==> src/rtl/rtc_cal_pkg.sv <==
package rtc_cal_pkg;
    localparam int ADDR_W    = 8;
    localparam int NUM_KEYS  = 7;
    localparam int KEY_BASE  = 'h04;
    localparam int KEY_LAST  = KEY_BASE + 4 * (NUM_KEYS - 1);
    localparam int CTL_ADDR  = 'h20;
    localparam int DBNC_ADDR = 'h2c;
    localparam int STAT_ADDR = 'h30;
    localparam int PEND_BIT  = 4;
    localparam int DBNC_W    = 3;
    localparam int NUM_FLD   = 7;

    typedef struct packed {
        logic [6:0] year;
        logic [3:0] mon;
        logic [4:0] dom;
        logic [2:0] dow;
        logic [4:0] hour;
        logic [5:0] min;
        logic [5:0] sec;
    } cal_t;

    localparam cal_t CAL_RESET = '{year: 7'd0, mon: 4'd1, dom: 5'd1, dow: 3'd0,
                                   hour: 5'd0, min: 6'd0, sec: 6'd0};

    function automatic logic [7:0] key_val(logic [2:0] s);
        case (s)
            3'd0:    return 8'hc6;
            3'd1:    return 8'h9a;
            3'd2:    return 8'h59;
            3'd3:    return 8'ha3;
            3'd4:    return 8'h57;
            3'd5:    return 8'h67;
            3'd6:    return 8'hd2;
            default: return 8'h00;
        endcase
    endfunction

    function automatic logic [ADDR_W-1:0] key_addr(logic [2:0] s);
        return ADDR_W'(KEY_BASE + 4 * int'(s));
    endfunction

    function automatic logic [4:0] month_len(logic [3:0] mon, logic [6:0] yr);
        case (mon)
            4'd4, 4'd6, 4'd9, 4'd11: return 5'd30;
            4'd2:    return (yr != 7'd0 && yr[1:0] == 2'b00) ? 5'd29 : 5'd28;
            default: return 5'd31;
        endcase
    endfunction

    // field index follows word order: year, month, day, weekday, hour, minute, second
    function automatic logic [7:0] get_field(cal_t c, logic [2:0] idx);
        case (idx)
            3'd0:    return {1'b0, c.year};
            3'd1:    return {4'b0, c.mon};
            3'd2:    return {3'b0, c.dom};
            3'd3:    return {5'b0, c.dow};
            3'd4:    return {3'b0, c.hour};
            3'd5:    return {2'b0, c.min};
            3'd6:    return {2'b0, c.sec};
            default: return 8'h00;
        endcase
    endfunction

    function automatic cal_t set_field(cal_t c, logic [2:0] idx, logic [7:0] v);
        cal_t r = c;
        case (idx)
            3'd0:    r.year = v[6:0];
            3'd1:    r.mon  = v[3:0];
            3'd2:    r.dom  = v[4:0];
            3'd3:    r.dow  = v[2:0];
            3'd4:    r.hour = v[4:0];
            3'd5:    r.min  = v[5:0];
            3'd6:    r.sec  = v[5:0];
            default: r = c;
        endcase
        return r;
    endfunction
endpackage

==> src/rtl/rtc_unlock.sv <==
module rtc_unlock
    import rtc_cal_pkg::*;
#(
    parameter int DATA_W = 32
) (
    input  logic              clk,
    input  logic              rst_n,
    input  logic              wr_en,
    input  logic [ADDR_W-1:0] addr,
    input  logic [DATA_W-1:0] wr_data,
    output logic              open
);
    typedef struct packed {
        logic [2:0] step;
        logic       open;
    } ulk_t;

    ulk_t q, d;
    logic in_win;

    always_comb begin
        d      = q;
        in_win = (int'(addr) >= KEY_BASE) && (int'(addr) <= KEY_LAST) && (addr[1:0] == 2'b00);
        if (wr_en && !q.open && in_win) begin
            if (addr == key_addr(q.step) && wr_data == DATA_W'(key_val(q.step))) begin
                if (q.step == 3'(NUM_KEYS - 1)) begin
                    d.open = 1'b1;
                    d.step = 3'd0;
                end else begin
                    d.step = q.step + 3'd1;
                end
            end else if (addr == key_addr(3'd0) && wr_data == DATA_W'(key_val(3'd0))) begin
                d.step = 3'd1;
            end else begin
                d.step = 3'd0;
            end
        end
    end

    always_ff @(posedge clk or negedge rst_n) begin
        if (!rst_n) q <= '0;
        else        q <= d;
    end

    assign open = q.open;
endmodule

==> src/rtl/rtc_calendar.sv <==
module rtc_calendar
    import rtc_cal_pkg::*;
(
    input  logic       clk,
    input  logic       rst_n,
    input  logic       adv,
    input  logic       ld_en,
    input  logic [2:0] ld_idx,
    input  logic [7:0] ld_val,
    output cal_t       cal_q,
    output cal_t       cal_d
);
    always_comb begin
        cal_d = cal_q;
        if (adv) begin
            if (cal_q.sec >= 6'd59) begin
                cal_d.sec = 6'd0;
                if (cal_q.min >= 6'd59) begin
                    cal_d.min = 6'd0;
                    if (cal_q.hour >= 5'd23) begin
                        cal_d.hour = 5'd0;
                        cal_d.dow  = (cal_q.dow >= 3'd6) ? 3'd0 : cal_q.dow + 3'd1;
                        if (cal_q.dom >= month_len(cal_q.mon, cal_q.year)) begin
                            cal_d.dom = 5'd1;
                            if (cal_q.mon >= 4'd12) begin
                                cal_d.mon  = 4'd1;
                                cal_d.year = (cal_q.year >= 7'd99) ? 7'd0 : cal_q.year + 7'd1;
                            end else begin
                                cal_d.mon = cal_q.mon + 4'd1;
                            end
                        end else begin
                            cal_d.dom = cal_q.dom + 5'd1;
                        end
                    end else begin
                        cal_d.hour = cal_q.hour + 5'd1;
                    end
                end else begin
                    cal_d.min = cal_q.min + 6'd1;
                end
            end else begin
                cal_d.sec = cal_q.sec + 6'd1;
            end
        end else if (ld_en) begin
            cal_d = set_field(cal_q, ld_idx, ld_val);
        end
    end

    always_ff @(posedge clk or negedge rst_n) begin
        if (!rst_n) cal_q <= CAL_RESET;
        else        cal_q <= cal_d;
    end
endmodule

==> src/rtl/rtc_alarm.sv <==
module rtc_alarm
    import rtc_cal_pkg::*;
(
    input  logic       clk,
    input  logic       rst_n,
    input  logic       fld_wr,
    input  logic       ctl_wr,
    input  logic [2:0] idx,
    input  logic [7:0] wval,
    input  logic       clr,
    input  logic       adv,
    input  cal_t       cal_nxt,
    output cal_t       alm_q,
    output logic [7:0] ctl_q,
    output logic       pend_q,
    output logic       irq
);
    typedef struct packed {
        cal_t       alm;
        logic [7:0] ctl;
        logic       pend;
    } alm_st_t;

    alm_st_t q, d;
    logic    hit;

    always_comb begin
        d   = q;
        hit = q.ctl[0];
        // mask bit i selects field index NUM_FLD-i (bit 1 second ... bit 7 year)
        for (int i = 1; i <= NUM_FLD; i++) begin
            if (q.ctl[i] && get_field(q.alm, 3'(NUM_FLD - i)) != get_field(cal_nxt, 3'(NUM_FLD - i)))
                hit = 1'b0;
        end
        if (fld_wr) d.alm = set_field(q.alm, idx, wval);
        if (ctl_wr) d.ctl = wval;
        if (clr)    d.pend = 1'b0;
        if (adv && hit) d.pend = 1'b1;
    end

    always_ff @(posedge clk or negedge rst_n) begin
        if (!rst_n) q <= '{alm: CAL_RESET, ctl: 8'h00, pend: 1'b0};
        else        q <= d;
    end

    assign alm_q  = q.alm;
    assign ctl_q  = q.ctl;
    assign pend_q = q.pend;
    assign irq    = q.pend & q.ctl[0];
endmodule

==> src/rtl/rtc_cal_top.sv <==
module rtc_cal_top
    import rtc_cal_pkg::*;
#(
    parameter int DATA_W = 32
) (
    input  logic              clk,
    input  logic              rst_n,
    input  logic              tick,
    input  logic              wr_en,
    input  logic [ADDR_W-1:0] addr,
    input  logic [DATA_W-1:0] wr_data,
    output logic [DATA_W-1:0] rd_data,
    output logic              irq
);
    localparam logic [2:0] TIME_BANK = 3'b010;
    localparam logic [2:0] ALM_BANK  = 3'b011;

    typedef struct packed {
        logic              halt;
        logic [DBNC_W-1:0] dbnc;
    } top_t;

    top_t       q, d;
    logic       open, adv, aligned, tm_ld, al_wr, actl_wr, clr;
    logic [2:0] idx;
    cal_t       cal_q, cal_d, alm_q;
    logic [7:0] alm_ctl;
    logic       pend;

    assign idx     = addr[4:2];
    assign aligned = (addr[1:0] == 2'b00);
    assign adv     = tick && open && !q.halt;
    assign tm_ld   = wr_en && open && q.halt && aligned && addr[7:5] == TIME_BANK && idx != 3'd7;
    assign al_wr   = wr_en && open && aligned && addr[7:5] == ALM_BANK && idx != 3'd7;
    assign actl_wr = wr_en && aligned && addr[7:5] == ALM_BANK && idx == 3'd7;
    assign clr     = wr_en && addr == ADDR_W'(STAT_ADDR) && wr_data[PEND_BIT];

    always_comb begin
        d = q;
        if (wr_en && addr == ADDR_W'(CTL_ADDR))  d.halt = wr_data[0];
        if (wr_en && addr == ADDR_W'(DBNC_ADDR)) d.dbnc = wr_data[DBNC_W-1:0];
    end

    always_ff @(posedge clk or negedge rst_n) begin
        if (!rst_n) q <= '0;
        else        q <= d;
    end

    rtc_unlock #(.DATA_W(DATA_W)) u_unlock (
        .clk(clk), .rst_n(rst_n), .wr_en(wr_en), .addr(addr),
        .wr_data(wr_data), .open(open)
    );

    rtc_calendar u_cal (
        .clk(clk), .rst_n(rst_n), .adv(adv), .ld_en(tm_ld), .ld_idx(idx),
        .ld_val(wr_data[7:0]), .cal_q(cal_q), .cal_d(cal_d)
    );

    rtc_alarm u_alarm (
        .clk(clk), .rst_n(rst_n), .fld_wr(al_wr), .ctl_wr(actl_wr), .idx(idx),
        .wval(wr_data[7:0]), .clr(clr), .adv(adv), .cal_nxt(cal_d),
        .alm_q(alm_q), .ctl_q(alm_ctl), .pend_q(pend), .irq(irq)
    );

    always_comb begin
        rd_data = '0;
        if (aligned) begin
            case (addr[7:5])
                TIME_BANK: if (idx != 3'd7) rd_data = DATA_W'(get_field(cal_q, idx));
                ALM_BANK:  rd_data = (idx == 3'd7) ? DATA_W'(alm_ctl) : DATA_W'(get_field(alm_q, idx));
                default: begin
                    if (addr == ADDR_W'(CTL_ADDR))  rd_data = DATA_W'(q.halt);
                    if (addr == ADDR_W'(DBNC_ADDR)) rd_data = DATA_W'(q.dbnc);
                    if (addr == ADDR_W'(STAT_ADDR)) rd_data = DATA_W'({pend, 4'b0000});
                end
            endcase
        end
    end
endmodule

==> config.mk <==
export PLATFORM = sky130hd
export DESIGN_NAME = rtc_cal_top
export DESIGN_NICKNAME = d
export VERILOG_FILES = /design/src/rtl/rtc_cal_pkg.sv /design/src/rtl/rtc_unlock.sv /design/src/rtl/rtc_calendar.sv /design/src/rtl/rtc_alarm.sv /design/src/rtl/rtc_cal_top.sv
export SDC_FILE = /design/constraint.sdc
export NUM_CORES = 1
export LEC_CHECK = 0
export BUFFER_PORTS_ARGS = -buffer_cell sky130_fd_sc_hd__buf_2
export CORE_MARGIN = 4
export CORE_UTILIZATION = 60
export DETAILED_ROUTE_END_ITERATION = 8
export PLACE_DENSITY = 0.78
export SYNTH_ARGS = -nofsm -noshare
export SYNTH_HDL_FRONTEND = slang
export SYNTH_SLANG_ARGS = --single-unit
==> constraint.sdc <==
create_clock -name clk -period 4.8 [get_ports clk]
set_input_delay 0.48 -clock clk [delete_from_list [all_inputs] [get_ports clk]]
set_output_delay 0.48 -clock clk [all_outputs]
set_load 0.05 [all_outputs]
Word level (Yosys, flattened, before mapping)
Cells that the tools add are included.
{"block": "classes", "n_shift": 0, "multipliers": 0, "magnitude_cmp": 9, "div_mod_pow": 0, "bitwise_logic": 1, "n_reduce_logical": 49, "n_eq_ne": 35, "addsub": 9, "mux": 50}
{"operator": "$pmux W7 S7", "count": 2}
{"operator": "$mux W32", "count": 3}
{"operator": "$mux W36", "count": 2}
{"operator": "$pmux W32 S2", "count": 1}
{"operator": "$pmux W8 S7", "count": 1}
{"operator": "$mux W5", "count": 8}
{"operator": "$eq A32 B8 Y1", "count": 1}
{"operator": "$eq A32 B8 Y1 const B", "count": 1}
{"operator": "$logic_and A1 B1 Y1", "count": 32}
{"operator": "$mux W30", "count": 1}
{"operator": "$mux W7", "count": 4}
{"operator": "$eq A8 B6 Y1 const B", "count": 3}
{"operator": "$mux W24", "count": 1}
{"operator": "$mux W6", "count": 4}
{"operator": "$eq A3 B3 Y1 const B", "count": 7}
{"operator": "$mux W19", "count": 1}
{"operator": "$eq A3 B2 Y1 const B", "count": 6}
{"operator": "$mux W8", "count": 2}
{"operator": "$reduce_and A2 Y1", "count": 7}
{"operator": "$add A6 B1 Y6 const B", "count": 2}
{"operator": "$ge A6 B6 Y1 const B", "count": 2}
{"operator": "$mux W1", "count": 12}
{"operator": "$mux W3", "count": 4}
{"operator": "$ne A6 B6 Y1", "count": 2}
{"operator": "34 further kinds", "count": 44}
{"block": "word_totals", "output_inout_bits": 33, "mem_bits_ro": 0, "mem_bits_rw": 0, "latch_bits": 0, "wordCells": 173, "regBits": 89, "n_memories": 0}

Depth between registers and ports, before layout
{"block": "depth", "ltp_word": 25, "depth_mapped": 17}

Hierarchy
Synthesis repeated with hierarchy kept, for this count alone.
{"block": "hier_totals", "hier_cells": 729, "area_unflattened_um2": 6939.2}
{"module": "rtc_calendar", "n_inst": 1, "area_per_inst_um2": 2726.4, "cells_per_inst": 307}
{"module": "rtc_alarm", "n_inst": 1, "area_per_inst_um2": 2164.6, "cells_per_inst": 156}
{"module": "rtc_cal_top", "n_inst": 1, "area_per_inst_um2": 1330.0, "cells_per_inst": 178}
{"module": "rtc_unlock", "n_inst": 1, "area_per_inst_um2": 718.2, "cells_per_inst": 88}

Least setup slack after synthesis
OpenSTA, ideal clock, no wires.
{"block": "synth_timing", "path_type": "flip-flop to flip-flop", "from": "register, netlist name u_cal.cal_q[32]", "to": "register u_alarm.q, in the netlist u_alarm.pend_q", "path_buffers": 0, "path_stages_with_launch": 16, "path_slack_ns": 1.432, "arrival_time_ns": 3.276, "required_ns": 4.708, "cell_sequence": "dfrtp_1 -> or3_1 -> o31ai_1 -> nand2_1 -> nand2_1 -> o21ai_0 -> ha_1 -> nand2b_1 -> a21oi_1 -> nor4_4 -> a21oi_2 -> or3_1 -> a211oi_2 -> a41oi_1 -> nand3b_1 -> o31ai_2"}
{"block": "synth_between", "elab_chain_cells": 21, "word_cells_on_any_way": 33, "cone_classes": "add/sub: 1; order compare: 2; eq/ne: 3; mux: 20; reduce/logical: 7"}
{"element": "$reduce_bool A7 Y1", "line": "rtc_cal_pkg.sv:46", "text": "4'd2: return (yr != 7'd0 && yr[1:0] == 2'b00) ? 5'd29 : 5'd28;"}
{"element": "$logic_and A1 B1 Y1", "line": "rtc_cal_pkg.sv:46"}
{"element": "$mux W1", "line": "rtc_cal_pkg.sv:46"}
{"element": "$pmux W5 S2", "line": "rtc_cal_pkg.sv:44", "text": "case (mon)"}
{"element": "$mux W5", "line": "rtc_calendar.sv:20", "text": "if (cal_q.hour >= 5'd23) begin"}
{"element": "$mux W5", "line": "rtc_calendar.sv:18", "text": "if (cal_q.min >= 6'd59) begin"}
{"element": "$mux W5", "line": "rtc_calendar.sv:16", "text": "if (cal_q.sec >= 6'd59) begin"}
{"element": "$mux W5", "line": "rtc_calendar.sv:15", "text": "if (adv) begin"}
{"element": "[4 not listed]"}
{"element": "$mux W30", "line": "rtc_calendar.sv:16"}
{"element": "$mux W36 (*)", "line": "rtc_calendar.sv:15"}
{"element": "$ne A5 B5 Y1", "line": "rtc_alarm.sv:32", "text": "if (q.ctl[i] && get_field(q.alm, 3'(NUM_FLD - i)) != get_field(cal_nxt, 3'(NUM_FLD - i)))"}
{"element": "$logic_and A1 B1 Y1", "line": "rtc_alarm.sv:32"}
{"element": "$mux W1 (2 in series)", "line": "rtc_alarm.sv:32"}
{"element": "$mux W1 (*)", "line": "rtc_alarm.sv:32"}
{"element": "$logic_and A1 B1 Y1 (*)", "line": "rtc_alarm.sv:38", "text": "if (adv && hit) d.pend = 1'b1;"}
{"element": "$mux W1 / $reduce_bool A2 Y1 (equally long branches)"}
{"element": "end signal, assigned", "line": "rtc_alarm.sv:42", "text": "if (!rst_n) q <= '{alm: CAL_RESET, ctl: 8'h00, pend: 1'b0};"}
{"element": "end, declared", "line": "rtc_alarm.sv:24", "text": "alm_st_t q, d;"}
Every way passes the cells marked *; elsewhere a longest branch is shown, timed or not. The select of a mux whose other input is x is not followed.
A chain may end at the register's enable or synchronous reset.

Worst setup path after layout
{"block": "layout_timing", "from": "register, netlist name u_cal.cal_q[31]", "to": "register u_alarm.q, in the netlist u_alarm.pend_q"}
{"block": "layout_between", "elab_chain_cells": 21, "word_cells_on_any_way": 33, "cone_classes": "add/sub: 1; order compare: 2; eq/ne: 3; mux: 20; reduce/logical: 7"}
{"element": "$reduce_bool A7 Y1", "line": "rtc_cal_pkg.sv:46"}
{"element": "$logic_and A1 B1 Y1", "line": "rtc_cal_pkg.sv:46"}
{"element": "$mux W1", "line": "rtc_cal_pkg.sv:46"}
{"element": "$pmux W5 S2", "line": "rtc_cal_pkg.sv:44"}
{"element": "$mux W5", "line": "rtc_calendar.sv:20"}
{"element": "$mux W5", "line": "rtc_calendar.sv:18"}
{"element": "$mux W5", "line": "rtc_calendar.sv:16"}
{"element": "$mux W5", "line": "rtc_calendar.sv:15"}
{"element": "[4 not listed]"}
{"element": "$mux W30", "line": "rtc_calendar.sv:16"}
{"element": "$mux W36 (*)", "line": "rtc_calendar.sv:15"}
{"element": "$ne A5 B5 Y1", "line": "rtc_alarm.sv:32"}
{"element": "$logic_and A1 B1 Y1", "line": "rtc_alarm.sv:32"}
{"element": "$mux W1 (2 in series)", "line": "rtc_alarm.sv:32"}
{"element": "$mux W1 (*)", "line": "rtc_alarm.sv:32"}
{"element": "$logic_and A1 B1 Y1 (*)", "line": "rtc_alarm.sv:38"}
{"element": "$mux W1 / $reduce_bool A2 Y1 (equally long branches)"}
Marked as above.

==> run summary <==
Run status: finished, final reports clean
Number of antenna violations at the first check in global routing: 0
Clock Pin Slew Worst Setup and Hold Paths: 70 ps
Final cell count without fillers: 979
Synth warn: 0
Clock Sinks: 89
Proportion of power drawn by combinational gates: 0.110
Post-cts repair resize count: 0
Max frequency: 0.251 GHz
Placer Congestion: 1.01
Cells traversed along the worst timing path: or3_1, o31ai_1, nand2_1, nand2_1, o21ai_0, ha_1, nand2b_1, a21oi_1, nor2_1, a311oi_1, nor3_1, a211oi_1, a41oi_1, nand3b_1, o31ai_2
Tightest Hold Check Type: input pin to async pin
Post-route antenna net violation count: 0
Total clock buffers created by CTS: 9
Part of the Yosys area used for sequential elements: 0.312
Kind of capture point of the worst setup path: flip-flop
Wire length after detailed routing: 25000 um
Mean Syn Cell Area: 8.83 um^2
Commonest non-fill, non-tap cell in the layout: dfrtp_1
Combined area of the multi-input logic cells: 4530 um^2
Sum of negative setup slack: 0 ps
Fin crit period: 3980 ps
Data required, critical path: 5070 ps
Sequential group share of total power: 0.453
Static leakage: 3.41 nW
Starting density of the core: 0.618
Standard cell with the maximum stage delay on the critical path: a311oi_1
Clock Latency Late Sink: 370 ps
Via density per instance: 7.18
Reg-to-reg critical path startpoint: u_cal.cal_q[31]$_DFF_PN0_
Start point of the critical path: u_cal.cal_q[31]$_DFF_PN0_
Final-report hold violation count: 0
Residual overflow from global routing: 0
Fraction of layout cells with a size suffix above 1: 0.183
Maximum number of pins on one net before global-route repair: 49
Longest Clk Path Bufs: 2
Cell count after synthesis: 810
Design area: 7650 um^2
Arr. time, crit path: 4250 ps
# IOs: 77
Power consumption: 1.68 mW
Asr flop ratio synth: 1.00
Max capacitance violation total: 0
N_diodes: 0
Final period utilization: 0.830
GRT Resource Usage Total: 0.378
Number of global-route vias before repair: 6804
Depth of the CTS H-tree: 3
Pwr dens: 219 nW/um^2
Post-DR wirelength/cell: 25.5 um
Number of distinct library cell variants in the gate-level netlist after synthesis: 88
Flip-flop and latch count after synthesis: 89
Clock share of power: 0.437
Number of detailed-route iterations in the first pass: 7
Maximum net fanout on the critical path: 8
Setup Fix Bufs, Post-CTS: 0
Slowest Stage Delay on Critical Path: 530 ps
Cell at the root of the clock tree: clkbuf_16
Flip-flop cell with the highest count after synthesis: dfrtp_1
Die Ht: 117 um
Placed insts: 963
Wire length of the first global-routing pass: 38600 um
Max Transition Viols Final: 0
Nets@finish: 896
Placed cell areas: 7360 um^2
Count of hold-fix buffers inserted at cts: 0
Critical path start-end classification: flip-flop to flip-flop
Number of fill cells in the layout: 948
Half-perimeter wire length after placement: 18200 um
Drt drc: 0
Tightest Pin Transition: 828 ps
RSZ-0062 raised after global routing: no
Maximum clock skew at final layout: 6.37 ps
Switching pwr: 0.515 mW
Internal cell power: 1.16 mW
PortBufs: 52
CTS tree: yes
Cell occurring most often along the worst timing path: nand2_1
Area of the die: 13700 um^2
Maximum resistive drop on vdd: 0.000199 V
Cell area after synthesis: 7150 um^2
Proportion of total power due to net switching: 0.307
Post-synth EDFFs: 0
P&R area growth vs syn: 6.96%
Number of rows created at floorplan: 39
X dimension of the die: 117 um
Final setup violating endpoints: 0
Std-Cell Core Area: 11600 um^2
Worst hold slack: 132 ps
Slew Limit Headroom: 0.443
Register area: 2230 um^2
Violation count after the first detailed-routing iteration: 918
Most frequent cells in the layout: 85 x dfrtp_1, 62 x nand2_1, 52 x nor2_1
Critical path startpoint category: flip-flop
Total via count after detailed routing: 7029
-- critical path: cells and delay by family, from the launching register on --
| family | cells | cell delay, ps |
|---|---|---|
| adder cells (fa/ha/maj) | 1 | 290 |
| AO/OA/AOI/OAI | 7 | 1900 |
| AND/OR/NAND/NOR | 7 | 1230 |
| flip-flops | 1 | 460 |
-- worst paths after layout --
check / endpoint / slack, ps / cells after the start
max: u_alarm.pend_q$_DFFE_PN0P_ / 820 / 15
min: u_cal.cal_q[29]$_DFF_PN0_ / 130 / 1
max reg2reg: u_alarm.pend_q$_DFFE_PN0P_ / 820 / 15
min reg2reg: q[0]$_DFFE_PN0P_ / 480 / 2
max in group asynchronous: u_alarm.ctl_q[3]$_DFFE_PN0P_ / 3630 / 2
min in group clk: u_alarm.ctl_q[7]$_DFFE_PN0P_ / 380 / 3
-- cells in the mapped netlist (5+ instances only) --
library cell  number  area [um^2]
a211oi_1           9         67.6
a21oi_1           32          160
a221o_1            6         60.1
a22oi_1            7         52.6
a31oi_1           11         68.8
a32oi_1            5         43.8
a41oi_1            5         43.8
and2_1             8         50.1
and3_1            15         93.8
and4_1             6         52.6
buf_1              6         22.5
buf_2              7         35.0
buf_4             27          203
clkbuf_1          33          124
dfrtp_1           85         2130
ha_1              21          263
inv_1             21         78.8
mux2_2            48          541
mux2i_1           17          170
nand2_1           62          233
nand2b_1          10         62.6
nand3_1           31          155
nand3b_1           6         45.0
nand4_1           13         81.3
nand4b_1           5         43.8
nor2_1            52          195
nor2b_1            7         43.8
nor3_1            20          100
nor3b_1            7         52.6
nor4_1            13         81.3
o2111ai_1          5         43.8
o211ai_1          10         75.1
o21a_1             5         37.5
o21ai_0           43          215
o221ai_1           6         52.6
o22ai_1            8         50.1
o31ai_1            9         67.6
o41ai_1            8         70.1
or3_1              5         31.3
xnor2_1            8         70.1
xor2_1            27          236
-- power groups by stage --
stage | Clock [mW] | Sequential (mW) | Combinational [mW]
after CTS | 0.731 | 0.760 | 0.179
after global placement | 0 | 0.774 | 0.177
final | 0.732 | 0.760 | 0.184
after detailed placement | 0 | 0.775 | 0.179
after global routing | 0.762 | 0.760 | 0.195
after floorplan | 0 | 0.772 | 0.125
-- final cells by class --
class                           instances  share of cell area
Tap cell                              143              0.0234
Clock buffer                            9              0.0294
Sequential cell                        89               0.292
Clock inverter                          7             0.00867
Timing Repair Buffer                   61              0.0432
Multi-Input combinational cell        648               0.593
Inverter                               22              0.0108
-- cell families (layout without fill, tap and decap cells) --
logic type      Yosys count  count (layout)  synth area share
compound gates          209             209             0.206
mux                      68              68             0.109
flops                    89              89             0.312
simple gates            291             291             0.227
xor+xnor                 35              35            0.0429
fa+ha+maj                21              21            0.0367
buf+inv                  96              99            0.0660
other cells               1              24          0.000524
-- sequential cells by signal, summed over array words and instances (netlist names) --
register,count
u_alarm.alm_q,36
u_unlock.q,3
u_unlock.open,1
u_cal.cal_q,36
u_alarm.pend_q,1
q,4
u_alarm.ctl_q,8
-- metrics by stage --
| step | util | setup slack (ps) |
|---|---|---|
| after detailed placement | 0.636 | 947 |
| after global placement | 0.636 | 1000 |
| after floorplan | - | 1430 |
| after CTS | 0.661 | 885 |
| final | 0.661 | 818 |
| after global routing | 0.661 | 436 |
-- per-layer routing --
layer / global-route usage / share of wire
met1: 0.512 / 0.40
met2: 0.537 / 0.43
met3: 0.122 / 0.13
met4: 0.200 / 0.049
met5: 0 / 0
Power figures use the tool's default switching activity.
